**src/rtl/plru_use_bits.sv**
```systemverilog
module plru_use_bits #(
  parameter int          WAYS      = 4,
  parameter int          SETS      = 64,
  parameter logic [15:0] LFSR_SEED = 16'hACE1
) (
  input  logic                      clk,
  input  logic                      rst_n,
  input  logic                      touch,
  input  logic [$clog2(SETS)-1:0]   set_idx,
  input  logic [$clog2(WAYS)-1:0]   touch_way,
  input  logic                      evict_req,
  output logic [$clog2(WAYS)-1:0]   evict_way
);
  localparam int WW = $clog2(WAYS);

  logic [WAYS-1:0] bits_q [SETS];
  logic [WAYS-1:0] row, hit_oh, merged, row_nxt;
  logic [15:0]     lfsr_q;
  logic [WW-1:0]   start;
  logic            found;

  assign row     = bits_q[set_idx];
  assign hit_oh  = WAYS'(1) << touch_way;
  assign merged  = row | hit_oh;
  assign row_nxt = (&merged) ? hit_oh : merged;

  always_ff @(posedge clk) begin
    if (!rst_n) begin
      for (int s = 0; s < SETS; s++) bits_q[s] <= '0;
    end else if (touch) begin
      bits_q[set_idx] <= row_nxt;
    end
  end

  always_ff @(posedge clk) begin
    if (!rst_n)         lfsr_q <= LFSR_SEED;
    else if (evict_req) lfsr_q <= {lfsr_q[14:0], lfsr_q[15] ^ lfsr_q[13] ^ lfsr_q[12] ^ lfsr_q[10]};
  end

  assign start = lfsr_q[WW-1:0];

  always_comb begin
    evict_way = start;
    found     = 1'b0;
    for (int i = 0; i < WAYS; i++) begin
      if (!found && !row[WW'((int'(start) + i) % WAYS)]) begin
        evict_way = WW'((int'(start) + i) % WAYS);
        found     = 1'b1;
      end
    end
  end
endmodule


```
**config.mk**
```make
export PLATFORM = sky130hd
export DESIGN_NAME = plru_use_bits
export DESIGN_NICKNAME = d
export VERILOG_FILES = /design/src/rtl/plru_use_bits.sv
export SDC_FILE = /design/constraint.sdc
export NUM_CORES = 1
export LEC_CHECK = 0
export ABC_AREA = 1
export BUFFER_PORTS_ARGS = -buffer_cell sky130_fd_sc_hd__buf_2
export CAP_MARGIN = 25
export CORE_MARGIN = 8
export CORE_UTILIZATION = 45
export CTS_BUF_LIST = sky130_fd_sc_hd__clkbuf_16
export CTS_CLUSTER_SIZE = 10
export DETAILED_ROUTE_END_ITERATION = 10
export HOLD_SLACK_MARGIN = 0.05
export MAX_ROUTING_LAYER = met4
export SLEW_MARGIN = 20
export SYNTH_ARGS = -nofsm -noshare
export SYNTH_HDL_FRONTEND = slang
export SYNTH_SLANG_ARGS = --single-unit
```
**constraint.sdc**
```tcl
create_clock -name clk -period 4.3 [get_ports clk]
set_input_delay 0.86 -clock clk [delete_from_list [all_inputs] [get_ports clk]]
set_output_delay 0.86 -clock clk [all_outputs]
set_load 0.02 [all_outputs]
```
== Word level (Yosys, flattened, before mapping) ==
Memories as Yosys holds them, arrays and structs flattened.
Cells that the tools add are included.

* Magnitude comparators: 4
* Multiplexer cells: 26
* Add/subtract/negate cells: 3
* Shift-type cells: 1
* Bitwise operators: 4
* Reductions and logical operators: 10

{| class="wikitable"
|+ Operators with widths
! operator !! count
|-
| $lt 2x4->1 const B || 4
|-
| $mux 1 || 16
|-
| $bmux 1 s2 || 4
|-
| $mux 4 || 2
|-
| $mux 2 || 3
|-
| $mux 6 || 1
|-
| $logic_not 1->1 || 5
|-
| $add 2x2->2 const B || 2
|-
| $or 4x4->4 || 1
|-
| $reduce_and 4->1 || 1
|-
| $reduce_or 4->1 || 1
|-
| $shl 1x2->4 const A || 1
|-
| $logic_and 1x1->1 || 3
|-
| $xor 1x1->1 || 3
|-
| $add 2x1->2 const B || 1
|}

* Memory bits (writable): 256
* Memories kept: 1
* Bits of input ports: 12
* Output and inout bits: 2
* Register bits: 16
* Word-level logic and storage cells: 50

{| class="wikitable"
|+ Memory list
! memory !! words !! bits a word !! rd ports !! clocked after memory_dff !! wr ports !! line !! source
|-
| bits_q || 64 || 4 || 1 || 0 || 64 || 16 || <nowiki>logic [WAYS-1:0] bits_q [SETS];</nowiki>
|}

== Logic depth before layout (Yosys ltp) ==
Gate-level depths: netlist of the first run.

* Word-level depth: 13
* Depth in mapped cells: 22
* Gate-level depth less buffers: 19

== Worst setup path before layout of the first run ==
OpenSTA, ideal clock, no wires.

* Kind: input -> output
* Start: in set_idx[0]
* End: out evict_way[1]
* Data arrival time: 2.565 ns
* Path buffers: 2
* Stages on the path: 16
* Path slack: 0.875 ns
* Data required time: 3.440 ns
* Path through: buf_6 buf_2 or2_2 nand3_1 nand2_1 o21ai_1 nand2_1 nor2_2 nand3_1 nand2_1 nand2_1 nand2_1 nand3_1 nand3_1 nand3_1 nand2_1

* Longest elaborated chain between the ends: 13
* Elaborated cells on any way between the ends: 27
* Those cells by class: mux: 18; reduce/logical: 8; memory: 1

{| class="wikitable"
|+ Ends and longest elaborated chain
! what !! line !! source
|-
| start: declaration || 9 || <nowiki>input logic [$clog2(SETS)-1:0] set_idx,</nowiki>
|-
| $mem_v2 64x4 (*) || - ||
|-
| $bmux 1 s2 || 46 || <nowiki>if (!found && !row[WW'((int'(start) + i) % WAYS)]) begin</nowiki>
|-
| $mux 1 (not written as such) (2 in a row) || 46 ||
|-
| $logic_not 1->1 || 46 ||
|-
| $logic_and 1x1->1 || 46 ||
|-
| $mux 1 || 46 ||
|-
| $logic_not 1->1 || 46 ||
|-
| $logic_and 1x1->1 || 46 ||
|-
| $mux 1 || 46 ||
|-
| $logic_not 1->1 || 46 ||
|-
| $logic_and 1x1->1 || 46 ||
|-
| $mux 2 (*) || 46 ||
|-
| end: declaration || 12 || <nowiki>output logic [$clog2(WAYS)-1:0] evict_way</nowiki>
|}

Mark *: on every way between the ends. The rest lies on a longest branch, timed or not. The select of a mux whose other input is x is not followed.

== Worst setup path in the final report of the first run ==
Ends and elaborated chain as after synthesis.

==> impl_results.rst, run 1 <==
.. list-table::
   :header-rows: 1

   * - Metric
     - Value
   * - Top-Level Pins
     - 14
   * - Largest cells by area after synthesis
     - edfxtp_1 56%, nand2_1 23%, nor2_1 8.0%
   * - Cts bufs inserted
     - 34
   * - Portion of the clock cycle consumed by the worst path in the final layout
     - 0.951
   * - Internal Dissipation
     - 4.70 mW
   * - Largest area contributor in the synthesized netlist
     - edfxtp_1
   * - Maximum vdd ir drop
     - 0.257 mV
   * - Area enclosed by the die boundary
     - about 0.036 sq mm
   * - Count of synthesis-stage warnings from yosys
     - 0
   * - Layout cell share with drive strength beyond 1
     - 0.0769
   * - Vias in the first global route
     - 10229
   * - Detailed-route wire length
     - 35.0 mm
   * - Drt pass-1 iters
     - 5
   * - Slew @ Worst Pin
     - 1.15 ns
   * - Placer congestion estimate
     - a little under 0.9
   * - Area Growth Syn to Fin
     - 10.3%
   * - Flip-flop and latch count after synthesis
     - 272
   * - Power Dens Cells
     - 420 mW/mm^2
   * - Setup violations, final
     - 0
   * - FP Rows
     - 63
   * - CTS Hold Bufs
     - 0
   * - Die width
     - 190 um
   * - Largest fanout on the critical path
     - 45
   * - TritonCTS clock tree
     - done
   * - Portion of total power attributed to sequential cells
     - 0.479
   * - GR Util All Layers
     - 0.198
   * - Aggregate global routing overflow
     - 0
   * - Utilization after layout
     - 0.506
   * - Post-detailed-route via-to-cell ratio
     - 5.16
   * - Initial standard-cell utilization of the core
     - 0.459
   * - Critical path arrival
     - about 3.2 ns
   * - NetSw
     - 1.61 mW
   * - Unrepaired setup endpoints after global routing
     - no
   * - Largest net degree at the start of global routing
     - 81
   * - Final antenna diode count
     - 0
   * - Number of nets in the synthesized netlist
     - 1624
   * - Share of async-settable or async-resettable flops after synthesis
     - 0
   * - Number of nets at the end of the flow
     - 1624
   * - Proportion of synthesized chip area in sequential cells
     - 0.588
   * - Max transition margin
     - 0.228
   * - Core region area
     - 0.0297 sq mm
   * - WS Path Type
     - in2out
   * - Setup TNS Final
     - 0 ns
   * - Number of antenna violations at the first check in global routing
     - 0
   * - Switching portion of total power
     - 0.255
   * - Combinational share of power
     - 0.115
   * - Clock Tree Buf Depth
     - 3
   * - Clk network pwr share
     - 0.406
   * - Clock-pin slew reported for the worst setup and hold paths after clock tree synthesis
     - 0.05 ns
   * - Final routed DRC violation total
     - 0
   * - Number of vias after detailed routing
     - 10412
   * - Port bufs
     - 13
   * - CTS Root Buffer Type
     - clkbuf_16
   * - Distinct cells, synth
     - 33
   * - Run status
     - completed
   * - Cell leakage power
     - 6.62 nW
   * - Clock Sinks
     - 272
   * - Mapped cell area
     - about 0.014 sq mm
   * - Overall die height
     - 190 um
   * - Primary flip-flop cell chosen by synthesis mapping
     - edfxtp_1
   * - Worst slack at placement
     - 0.225 ns
   * - Average footprint of a synthesized cell
     - approximately 8.5 sq um
   * - Maximum capacitance violations
     - 0
   * - Post-detailed-placement half-perimeter wirelength
     - 22.3 mm
   * - Hold violation count in the final report
     - 0
   * - Shortest clock period the worst path allows after layout
     - 4.09 ns
   * - Type of origin of the critical path
     - input port
   * - Share of the synthesized area in the top cell type
     - 0.564
   * - Wire length of the first global-routing pass
     - 54.8 mm
   * - Final Slew Violations
     - 0
   * - Min setup slack post-route
     - 0.213 ns
   * - Cells after Synth
     - 1612
   * - Worst min path class
     - reg2reg
   * - Timing-limited maximum frequency
     - 0.245 GHz
   * - Average routed wire per standard cell
     - 17.4 um
   * - 1st-iter DRT viols
     - ~860
   * - Count of flip-flops with a built-in enable after synthesis
     - 256
   * - Antenna viol nets, final
     - 0
   * - H-tree depth
     - 2
   * - Worst clock skew
     - 0.0166 ns
   * - Clock latency reported for the late side of the worst-skew pair
     - between 0.5 and 0.6 ns
   * - Endpoint required time on the critical path
     - between 3 and 4 ns
   * - Crit path capture type
     - primary output
[synthesized netlist by cell type, types with 2 or more instances]
cell	count
a21oi_1	4
buf_1	3
buf_2	29
buf_4	14
buf_6	28
clkbuf_1	20
dfxtp_1	16
edfxtp_1	256
inv_1	26
inv_2	5
nand2_1	823
nand3_1	33
nor2_1	290
nor2_2	6
nor3_1	10
nor3_2	4
nor4_1	5
o211ai_1	7
o21ai_0	8
o21ai_1	6
o21ai_4	3
or2_2	2
xnor2_1	2
xor2_1	3
[stage by stage]
step	power (mW)	hold slack (ns)	instance area (sq um)	instances
finish	6.31	0.454	15000	2016
floorplan	3.60	0.429	13600	1612
global placement	3.79	0.439	14000	1964
global route	6.51	0.475	15000	2016
CTS	6.33	0.458	15000	2014
detailed placement	3.79	0.443	14000	1964
[worst max-delay path, cell delays in order]
cell and delay, ns:
buf_4 0.17, buf_16 0.21, buf_12 0.26, nand2_1 0.10, nand3_1 0.09, nand2_1 0.05, o21ai_1 0.23, nand2_1 0.13
nor2_2 0.18, nand3_1 0.12, nand2_1 0.11, nand2_1 0.05, nand2_1 0.12, nand3_1 0.10, nand2_1 0.09, nand2_1 0.05
nand3_1 0.07, nand2_1 0.06, buf_2 0.16
[sequential cells by signal (all words and copies together), names as in the netlist]
register / flops
lfsr_q: 16
bits_q: 256
[area by class of cell]
cell class              count  area (sq um)
repair buffers             58           572
inverters                  33           126
multi-input cells        1213          4860
well taps                 390           488
clock buffers              37           926
clock inverters            13          55.1
fillers                  2803         14700
flip-flops and latches    272          8010
[power groups by stage]
stage,registers [mW],logic [mW],clock network (mW)
2_1_floorplan,3.06,0.533,0
3_3_place_gp,3.08,0.709,0
3_5_place_dp,3.08,0.711,0
4_1_cts,3.03,0.714,2.59
5_1_grt,3.03,0.794,2.68
6_report,3.02,0.723,2.56
[final timing paths]
kind / end / slack (ns) / startpoint / cells after the start
max: evict_way[1] / 0.21 / set_idx[0] / 19
min: lfsr_q[6]$_SDFFE_PN1P_ / 0.45 / lfsr_q[6]$_SDFFE_PN1P_ / 2
max reg2reg: bits_q[4][0]$_SDFFCE_PN0P_ / 1.71 / bits_q[47][1]$_SDFFCE_PN0P_ / 16
min reg2reg: lfsr_q[6]$_SDFFE_PN1P_ / 0.45 / lfsr_q[6]$_SDFFE_PN1P_ / 2
[layout by cell type, fill, tap and decap left out, types with 7 or more instances in the layout]
cell and instances:
o21ai_0 8, edfxtp_1 256, nor2_1 290, dfxtp_1 16
buf_2 12, o211ai_1 7, nand3_1 33, nor3_1 10
buf_4 33, nand2_1 823, buf_12 10, inv_1 34
clkbuf_16 38
[layer usage]
metal / GRT usage / part of all wire / routed length (um) / vias up
met5: - / 0 / 0 / -
met4: 0.0704 / 0.034 / 1190 / 0
met3: 0.0319 / 0.064 / 2220 / 83
met2: 0.321 / 0.47 / 16400 / 306
met1: 0.249 / 0.43 / 15200 / 4912
li1: - / - / - / 5111
[timing repair]
action	4_1_cts	5_1_grt
setup endpoints to repair	0	2
buffers inserted	0	0
gates resized for setup	0	3
[logic make-up after synthesis]
kind of cell,share of synthesized area
XOR/XNOR,0.00321
flip-flops,0.588
AND/OR/NAND/NOR,0.335
buffers and inverters,0.0571
AO/OA/AOI/OAI,0.0172
Power figures use the tool's default switching activity.
==> inputs of run 2 (changes only) <==
--- a/config.mk
+++ b/config.mk
@@ -15,6 +15,7 @@
 export DETAILED_ROUTE_END_ITERATION = 10
 export HOLD_SLACK_MARGIN = 0.05
 export MAX_ROUTING_LAYER = met4
+export SETUP_SLACK_MARGIN = 0.3
 export SLEW_MARGIN = 20
 export SYNTH_ARGS = -nofsm -noshare
 export SYNTH_HDL_FRONTEND = slang
==> run 2 against run 1 <==
Critical path depth down 1; sequential share of layout area down 1.1 points; clock skew about the same; sequential power about the same; total power up 0.82%; critical endpoint is now evict_way[0]; design area up 2.1%; count of clock-buffer cells in the layout unchanged; largest power group unchanged; hold slack about the same.
==> impl_results.rst, run 2 (same netlist as run 1, synthesis figures left out) <==
.. list-table::
   :header-rows: 1

   * - Metric
     - Value
   * - Run status
     - completed (unchanged)
   * - Maximum capacitance violations
     - 0 (unchanged)
   * - Largest net degree at the start of global routing
     - 81 (unchanged)
   * - Area occupied by registers
     - 0.00801 sq mm (unchanged)
   * - Overall die height
     - 190 um (unchanged)
   * - Placed Cells incl. Taps
     - 1964 (unchanged)
   * - Largest registers ranked by flip-flop count
     - bits_q x256, lfsr_q x16 (unchanged)
   * - GR Util All Layers
     - 0.201 (was 0.198)
   * - Clock Tree Buf Depth
     - 3 (unchanged)
   * - Drt pass-1 iters
     - 5 (unchanged)
   * - Clock Sinks
     - 272 (unchanged)
   * - Depth of the worst register-to-register path
     - 16 (unchanged)
   * - Final antenna diode count
     - 0 (unchanged)
   * - Power Dens Cells
     - 414 mW/mm^2 (was 420 mW/mm^2)
   * - Worst slack at placement
     - 0.225 ns (unchanged)
   * - WS Path Type
     - in2out (unchanged)
   * - FP Rows
     - 63 (unchanged)
   * - Largest fanout on the critical path
     - 15 (was 45)
   * - Area Growth Syn to Fin
     - 12.7% (was 10.3%)
   * - Setup TNS Final
     - 0 ns (unchanged)
   * - Worst clock skew
     - 0.0171 ns (was 0.0166 ns)
   * - Placer congestion estimate
     - 0.885 (unchanged)
   * - 1st-iter DRT viols
     - 912 (was 858)
   * - Endpoint required time on the critical path
     - 3.44 ns (about the same)
   * - Top-Level Pins
     - 14 (unchanged)
   * - Worst hold slack after final layout
     - 0.454 ns (about the same)
   * - Aggregate global routing overflow
     - 0 (unchanged)
   * - Hold violation count in the final report
     - 0 (unchanged)
   * - CTS Root Buffer Type
     - clkbuf_16 (unchanged)
   * - Port bufs
     - 13 (unchanged)
   * - Layout cell share with drive strength beyond 1
     - 0.0911 (was 0.0769)
   * - Critical path arrival
     - 3.04 ns (was 3.23 ns)
   * - Clock-pin slew reported for the worst setup and hold paths after clock tree synthesis
     - 0.05 ns (about the same)
   * - TritonCTS clock tree
     - done (unchanged)
   * - Cell leakage power
     - 6.76 nW (was 6.62 nW)
   * - Unrepaired setup endpoints after global routing
     - no (unchanged)
   * - Detailed-route wire length
     - 36.6 mm (was 35.0 mm)
   * - Shortest clock period the worst path allows after layout
     - 3.90 ns (was 4.09 ns)
   * - Final Slew Violations
     - 0 (unchanged)
   * - Maximum vdd ir drop
     - 0.257 mV (about the same)
   * - Area enclosed by the die boundary
     - 0.0361 sq mm (unchanged)
   * - Max transition margin
     - 0.203 (was 0.228)
   * - Setup violations, final
     - 0 (unchanged)
   * - Portion of the clock cycle consumed by the worst path in the final layout
     - 0.906 (was 0.951)
   * - H-tree depth
     - 2 (unchanged)
   * - Number of vias after detailed routing
     - 10592 (was 10412)
   * - Number of antenna violations at the first check in global routing
     - 0 (unchanged)
   * - Initial standard-cell utilization of the core
     - 0.459 (unchanged)
   * - Filler cell count
     - 2767 (was 2803)
   * - Average routed wire per standard cell
     - 18.1 um (was 17.4 um)
   * - Final cell count without fillers
     - 2025 (was 2016)
   * - Highest-count cells in the layout ignoring fill and taps
     - 819 x nand2_1, 287 x nor2_1, 256 x edfxtp_1 (was 823 x nand2_1, 290 x nor2_1, 256 x edfxtp_1)
   * - Core region area
     - 0.0297 sq mm (unchanged)
   * - Largest register FFs
     - 256 (unchanged)
   * - Power, Total
     - 6.36 mW (was 6.31 mW)
   * - Type of origin of the critical path
     - input port (unchanged)
   * - Final routed DRC violation total
     - 0 (unchanged)
   * - Register bank with the most flops
     - bits_q (unchanged)
   * - Timing-limited maximum frequency
     - 0.257 GHz (was 0.245 GHz)
   * - Post-detailed-placement half-perimeter wirelength
     - 22.3 mm (unchanged)
   * - Vias in the first global route
     - 10340 (was 10229)
   * - Crit path capture type
     - primary output (unchanged)
   * - Antenna viol nets, final
     - 0 (unchanged)
   * - Area taken by multi-input logic gates
     - 0.00493 sq mm (was 0.00486 sq mm)
   * - Instance count along the most critical hold path
     - 2 (unchanged)
   * - Worst min path class
     - reg2reg (unchanged)
   * - Most frequent standard cell in the layout excluding fill and tap cells
     - nand2_1 (unchanged)
   * - Min setup slack post-route
     - 0.403 ns (was 0.213 ns)
   * - Clock latency reported for the late side of the worst-skew pair
     - 0.51 ns (about the same)
   * - Wire length of the first global-routing pass
     - 55.7 mm (was 54.8 mm)
   * - Post-detailed-route via-to-cell ratio
     - 5.23 (was 5.16)
   * - Number of nets at the end of the flow
     - 1633 (was 1624)
   * - Slew @ Worst Pin
     - 1.19 ns (was 1.15 ns)
   * - Cts bufs inserted
     - 34 (unchanged)
   * - Die width
     - 190 um (unchanged)
## run 2: path summary, 6_finish.rpt
kind	slack, ns	startpoint	to
worst max-delay path	0.40	set_idx[0]	evict_way[0]
worst min-delay path	0.45	lfsr_q[6]$_SDFFE_PN1P_	lfsr_q[6]$_SDFFE_PN1P_
worst max register to register	1.73	bits_q[47][1]$_SDFFCE_PN0P_	bits_q[46][0]$_SDFFCE_PN0P_
worst min register to register	0.45	lfsr_q[6]$_SDFFE_PN1P_	lfsr_q[6]$_SDFFE_PN1P_
## run 2: critical path: stages
cell       delay (ns)
buf_6            0.14
bufbuf_16        0.30
nor2_2           0.17
nor2_1           0.08
nand2_1          0.07
nand2_1          0.06
o21ai_2          0.17
nand2_1          0.13
nor2_4           0.17
nand3_2          0.10
nand2_1          0.10
nand2_1          0.07
nand2_2          0.11
nand2_1          0.07
xor2_1           0.14
nand2_1          0.07
nand2_1          0.06
buf_2            0.16
## run 2: layer usage
layer  share of wire  track usage  up-vias
met4           0.034       0.0649        0
met5               0            -        -
met3           0.074       0.0300       96
met2            0.47        0.331      388
met1            0.42        0.253     4976
li1                -            -     5132
## run 2: metrics by stage
step / instance area, sq um / utilization
floorplan: 13600 / -
CTS: 15100 / 0.507
finish: 15400 / 0.517
detailed placement: 14000 / 0.471
global placement: 14000 / 0.471
global route: 15400 / 0.517
## run 2: cell type report
type | count | share of cell area
Clock inverter | 13 | 0.00359
Clock buffer | 37 | 0.0603
Multi-Input combinational cell | 1213 | 0.321
Timing Repair Buffer | 67 | 0.0531
Sequential cell | 272 | 0.521
Inverter | 33 | 0.00856
Tap cell | 390 | 0.0318
## run 2: repair_timing
action | CTS | global route
resized for setup | 6 | 30
setup buffers | 0 | 3
pin swaps | 1 | 7
setup endpoints to repair | 2 | 2
gates cloned | 2 | 5
hold buffers | 0 | 0
## run 2: report_power, final
group          total, mW  internal [mW]  switching, mW  leakage (nW)
Clock               2.56           1.52           1.04         0.511
Sequential          3.02           2.99         0.0364          2.78
Combinational      0.772          0.221          0.551          3.48
Total               6.36           4.73           1.63          6.76
==> inputs of run 3 (changes only) <==
==> constraint.sdc (replaced) <==
create_clock -name clk -period 4.3 [get_ports clk]
set_input_delay 0.86 -clock clk [delete_from_list [all_inputs] [get_ports clk]]
set_output_delay 0.86 -clock clk [all_outputs]
set_load 0.01 [all_outputs]
==> run 3 against run 2 <==
Cell count rose by 0.49%; global-route usage is 0.32 points higher; combinational power is 0.9% higher; setup slack gained 0.066 ns; largest cell class unchanged; largest power group unchanged.
==> impl_results.rst, run 3 (same netlist as run 1, synthesis figures left out) <==
.. list-table::
   :header-rows: 1

   * - Metric
     - Value
   * - Clock-pin slew reported for the worst setup and hold paths after clock tree synthesis
     - 0.05 ns (about the same)
   * - Cell leakage power
     - 6.80 nW (was 6.76 nW)
   * - Type of origin of the critical path
     - input port (unchanged)
   * - Filler cell count
     - 2769 (was 2767)
   * - Reg-to-reg slack, setup
     - 1.69 ns (was 1.73 ns)
   * - Overall die height
     - 190 um (unchanged)
   * - Number of antenna violations at the first check in global routing
     - 1 (was 0)
   * - Worst path max stage delay
     - 0.17 ns (was 0.30 ns)
   * - Slew @ Worst Pin
     - 1.02 ns (was 1.19 ns)
   * - Aggregate global routing overflow
     - 0 (unchanged)
   * - CTS Hold Bufs
     - 0 (unchanged)
   * - Clock Sinks
     - 272 (unchanged)
   * - Worst setup path endpoint
     - evict_way[0] (unchanged)
   * - Setup violations, final
     - 0 (unchanged)
   * - H-tree depth
     - 2 (unchanged)
   * - Number of vias after detailed routing
     - 10640 (was 10592)
   * - Unrepaired setup endpoints after global routing
     - no (unchanged)
   * - CP max-delay cell
     - buf_16 (was bufbuf_16)
   * - Shortest clock period the worst path allows after layout
     - 3.83 ns (was 3.90 ns)
   * - Combinational share of power
     - 0.122 (was 0.121)
   * - Depth of the worst register-to-register path
     - 16 (unchanged)
   * - Die width
     - 190 um (unchanged)
   * - CP top delay family
     - simple AND/OR/NAND/NOR gates (unchanged)
   * - Final cell count without fillers
     - 2035 (was 2025)
   * - Drt pass-1 iters
     - 5 (unchanged)
   * - Power Dens Cells
     - 413 mW/mm^2 (was 414 mW/mm^2)
   * - FF-to-FF End
     - bits_q[38][3]$_SDFFCE_PN0P_ (was bits_q[46][0]$_SDFFCE_PN0P_)
   * - Critical path depth in cells
     - 21 (was 18)
   * - Most frequent standard cell in the layout excluding fill and tap cells
     - nand2_1 (unchanged)
   * - Area enclosed by the die boundary
     - 0.0361 sq mm (unchanged)
   * - Instance count along the most critical hold path
     - 2 (unchanged)
   * - Wire length of the first global-routing pass
     - 56.2 mm (was 55.7 mm)
   * - Layout cell share with drive strength beyond 1
     - 0.0962 (was 0.0911)
   * - GR Util All Layers
     - 0.205 (was 0.201)
   * - Run status
     - completed (unchanged)
   * - Critical path arrival
     - 2.97 ns (was 3.04 ns)
   * - Detailed-route wire length
     - 36.9 mm (was 36.6 mm)
   * - Port bufs
     - 13 (unchanged)
   * - Dpl cell area
     - 0.0141 sq mm (was 0.0140 sq mm)
   * - Area Growth Syn to Fin
     - 13.1% (was 12.7%)
   * - Endpoint required time on the critical path
     - 3.44 ns (about the same)
   * - Crit path capture type
     - primary output (unchanged)
   * - WS Path Type
     - in2out (unchanged)
   * - Hold violation count in the final report
     - 0 (unchanged)
   * - Top-Level Pins
     - 14 (unchanged)
   * - Number of nets at the end of the flow
     - 1640 (was 1633)
   * - Portion of total power attributed to sequential cells
     - 0.475 (was 0.476)
   * - Largest register FFs
     - 256 (unchanged)
   * - Largest registers ranked by flip-flop count
     - bits_q x256, lfsr_q x16 (unchanged)
   * - R2r startpoint
     - bits_q[61][1]$_SDFFCE_PN0P_ (was bits_q[47][1]$_SDFFCE_PN0P_)
   * - Placed Cells incl. Taps
     - 1971 (was 1964)
   * - TritonCTS clock tree
     - done (unchanged)
   * - Clock Tree Buf Depth
     - 3 (unchanged)
   * - Average routed wire per standard cell
     - 18.1 um (about the same)
   * - Clk network pwr share
     - 0.403 (about the same)
   * - Final routed DRC violation total
     - 0 (unchanged)
   * - CTS Root Buffer Type
     - clkbuf_16 (unchanged)
   * - Power, Total
     - 6.37 mW (was 6.36 mW)
   * - Cell area after layout
     - 0.0154 sq mm (about the same)
   * - Core region area
     - 0.0297 sq mm (unchanged)
   * - Cts bufs inserted
     - 34 (unchanged)
   * - NetSw
     - 1.63 mW (about the same)
   * - Setup TNS Final
     - 0 ns (unchanged)
   * - Vias in the first global route
     - 10410 (was 10340)
   * - 1st-iter DRT viols
     - 955 (was 912)
   * - Post-detailed-route via-to-cell ratio
     - 5.23 (about the same)
   * - Worst-path cell chain
     - buf_8, buf_16, buf_16, nand2_1, nand2_1, nand2_1, nand2_1, nand2_1, nand2_1, nand2_1, nand2_1, nor2_4, nand3_1, nand2_2, nand2_1, nand2_2, nand2_1, xor2_1, nand2_1, nand2_1, buf_2 (was buf_6, bufbuf_16, nor2_2, nor2_1, nand2_1, nand2_1, o21ai_2, nand2_1, nor2_4, nand3_2, nand2_1, nand2_1, nand2_2, nand2_1, xor2_1, nand2_1, nand2_1, buf_2)
   * - Register bank with the most flops
     - bits_q (unchanged)
   * - Crit path launch
     - set_idx[0] (unchanged)
   * - Post-detailed-placement half-perimeter wirelength
     - 23.7 mm (was 22.3 mm)
   * - Worst min path class
     - reg2reg (unchanged)
   * - Maximum capacitance violations
     - 0 (unchanged)
   * - Maximum vdd ir drop
     - 0.280 mV (was 0.257 mV)
   * - Area taken by multi-input logic gates
     - 0.00495 sq mm (was 0.00493 sq mm)
   * - Timing-limited maximum frequency
     - 0.261 GHz (was 0.257 GHz)
   * - Portion of the clock cycle consumed by the worst path in the final layout
     - 0.891 (was 0.906)
   * - Total buffers and inverters traversed by the critical path
     - 4 (was 3)
   * - Max transition margin
     - 0.311 (was 0.203)
   * - Final Slew Violations
     - 0 (unchanged)
   * - Antenna viol nets, final
     - 0 (unchanged)
   * - Worst clock skew
     - 0.0141 ns (was 0.0171 ns)
   * - Area occupied by registers
     - 0.00801 sq mm (unchanged)
   * - Switching portion of total power
     - 0.256 (about the same)
   * - Min setup slack post-route
     - 0.470 ns (was 0.403 ns)
   * - Highest-count cells in the layout ignoring fill and taps
     - 820 x nand2_1, 285 x nor2_1, 256 x edfxtp_1 (was 819 x nand2_1, 287 x nor2_1, 256 x edfxtp_1)
   * - Worst slack at placement
     - 0.284 ns (was 0.225 ns)
   * - FP Rows
     - 63 (unchanged)
   * - Largest fanout on the critical path
     - 23 (was 15)
   * - Largest net degree at the start of global routing
     - 53 (was 81)
   * - Initial standard-cell utilization of the core
     - 0.459 (unchanged)
   * - Placer congestion estimate
     - 0.868 (was 0.885)
   * - Most prevalent standard cell on the critical path
     - nand2_1 (unchanged)
   * - Clock latency reported for the late side of the worst-skew pair
     - 0.51 ns (about the same)
   * - Internal Dissipation
     - 4.74 mW (was 4.73 mW)
-- run 3: changes by cell type in the layout (fill, tap and decap cells not counted), moves of 2 or more --
| cell | before | now |
|---|---|---|
| buf_4 | 34 | 41 |
| inv_2 | 6 | 4 |
| nor2_4 | 5 | 7 |
| nor2_1 | 287 | 285 |
| clkbuf_4 | 0 | 2 |
| inv_1 | 33 | 35 |
| diode_2 | 0 | 2 |
| clkinv_2 | 1 | 3 |
| nand3_2 | 5 | 7 |
| nand3_1 | 29 | 27 |
-- run 3: how the worst min path moves through the flow --
stage | startpoint | endpoint
2_1_floorplan | lfsr_q[5]$_SDFFE_PN1P_ | lfsr_q[5]$_SDFFE_PN1P_
3_3_place_gp | lfsr_q[14]$_SDFFE_PN0P_ | lfsr_q[15]$_SDFFE_PN1P_
3_5_place_dp | lfsr_q[11]$_SDFFE_PN1P_ | lfsr_q[11]$_SDFFE_PN1P_
4_1_cts | lfsr_q[14]$_SDFFE_PN0P_ | lfsr_q[15]$_SDFFE_PN1P_
5_1_grt | lfsr_q[11]$_SDFFE_PN1P_ | lfsr_q[11]$_SDFFE_PN1P_
6_report | lfsr_q[11]$_SDFFE_PN1P_ | lfsr_q[11]$_SDFFE_PN1P_
-- run 3: area by class of cell --
type | count | area share
Multi-Input combinational cell | 1213 | 0.321
Clock inverter | 14 | 0.00365
Clock buffer | 37 | 0.0601
Antenna cell | 2 | 0.000325
Tap cell | 390 | 0.0317
Sequential cell | 272 | 0.520
Inverter | 33 | 0.00917
Timing Repair Buffer | 74 | 0.0542
-- run 3: power by group through the flow --
| stage | clock network (mW) | logic (mW) | registers, mW |
|---|---|---|---|
| after floorplan | 0 | 0.528 | 3.06 |
| after global placement | 0 | 0.722 | 3.08 |
| after detailed placement | 0 | 0.722 | 3.08 |
| after CTS | 2.60 | 0.725 | 3.02 |
| after global routing | 2.70 | 0.853 | 3.03 |
| final | 2.56 | 0.779 | 3.03 |
-- run 3: what timing repair did --
item / in CTS / in global routing
setup buffers: 0 / 7
cloned: 0 / 4
resized for setup: 1 / 48
setup endpoints to repair: 2 / 2
pin swaps: 0 / 10
-- run 3: per-layer routing --
layer,share of wire,wire length (um),track usage
met1,0.43,15900,0.263
met2,0.47,17300,0.330
met3,0.075,2770,0.0311
met4,0.026,974,0.0634
met5,0,0,-
-- run 3: stage by stage --
step,hold slack (ns),util
6_report,0.453,0.519
5_1_grt,0.479,0.519
4_1_cts,0.456,0.506
3_5_place_dp,0.443,0.473
3_3_place_gp,0.440,0.473
2_1_floorplan,0.429,-
-- run 3: worst reg2reg max path: stages (launching register included) --
cell and delay [ns]:
edfxtp_1 0.34, nand2_1 0.06, nand2_1 0.09, nand2_1 0.06
nand2_1 0.08, nand2_1 0.06, nand2_1 0.09, nand2_1 0.06
nand2_1 0.13, nor2_4 0.06, nand2_1 0.08, nor2_1 0.05
inv_2 0.11, o2111ai_4 0.22, o21ai_4 0.50, buf_4 0.32
nor2_1 0.06
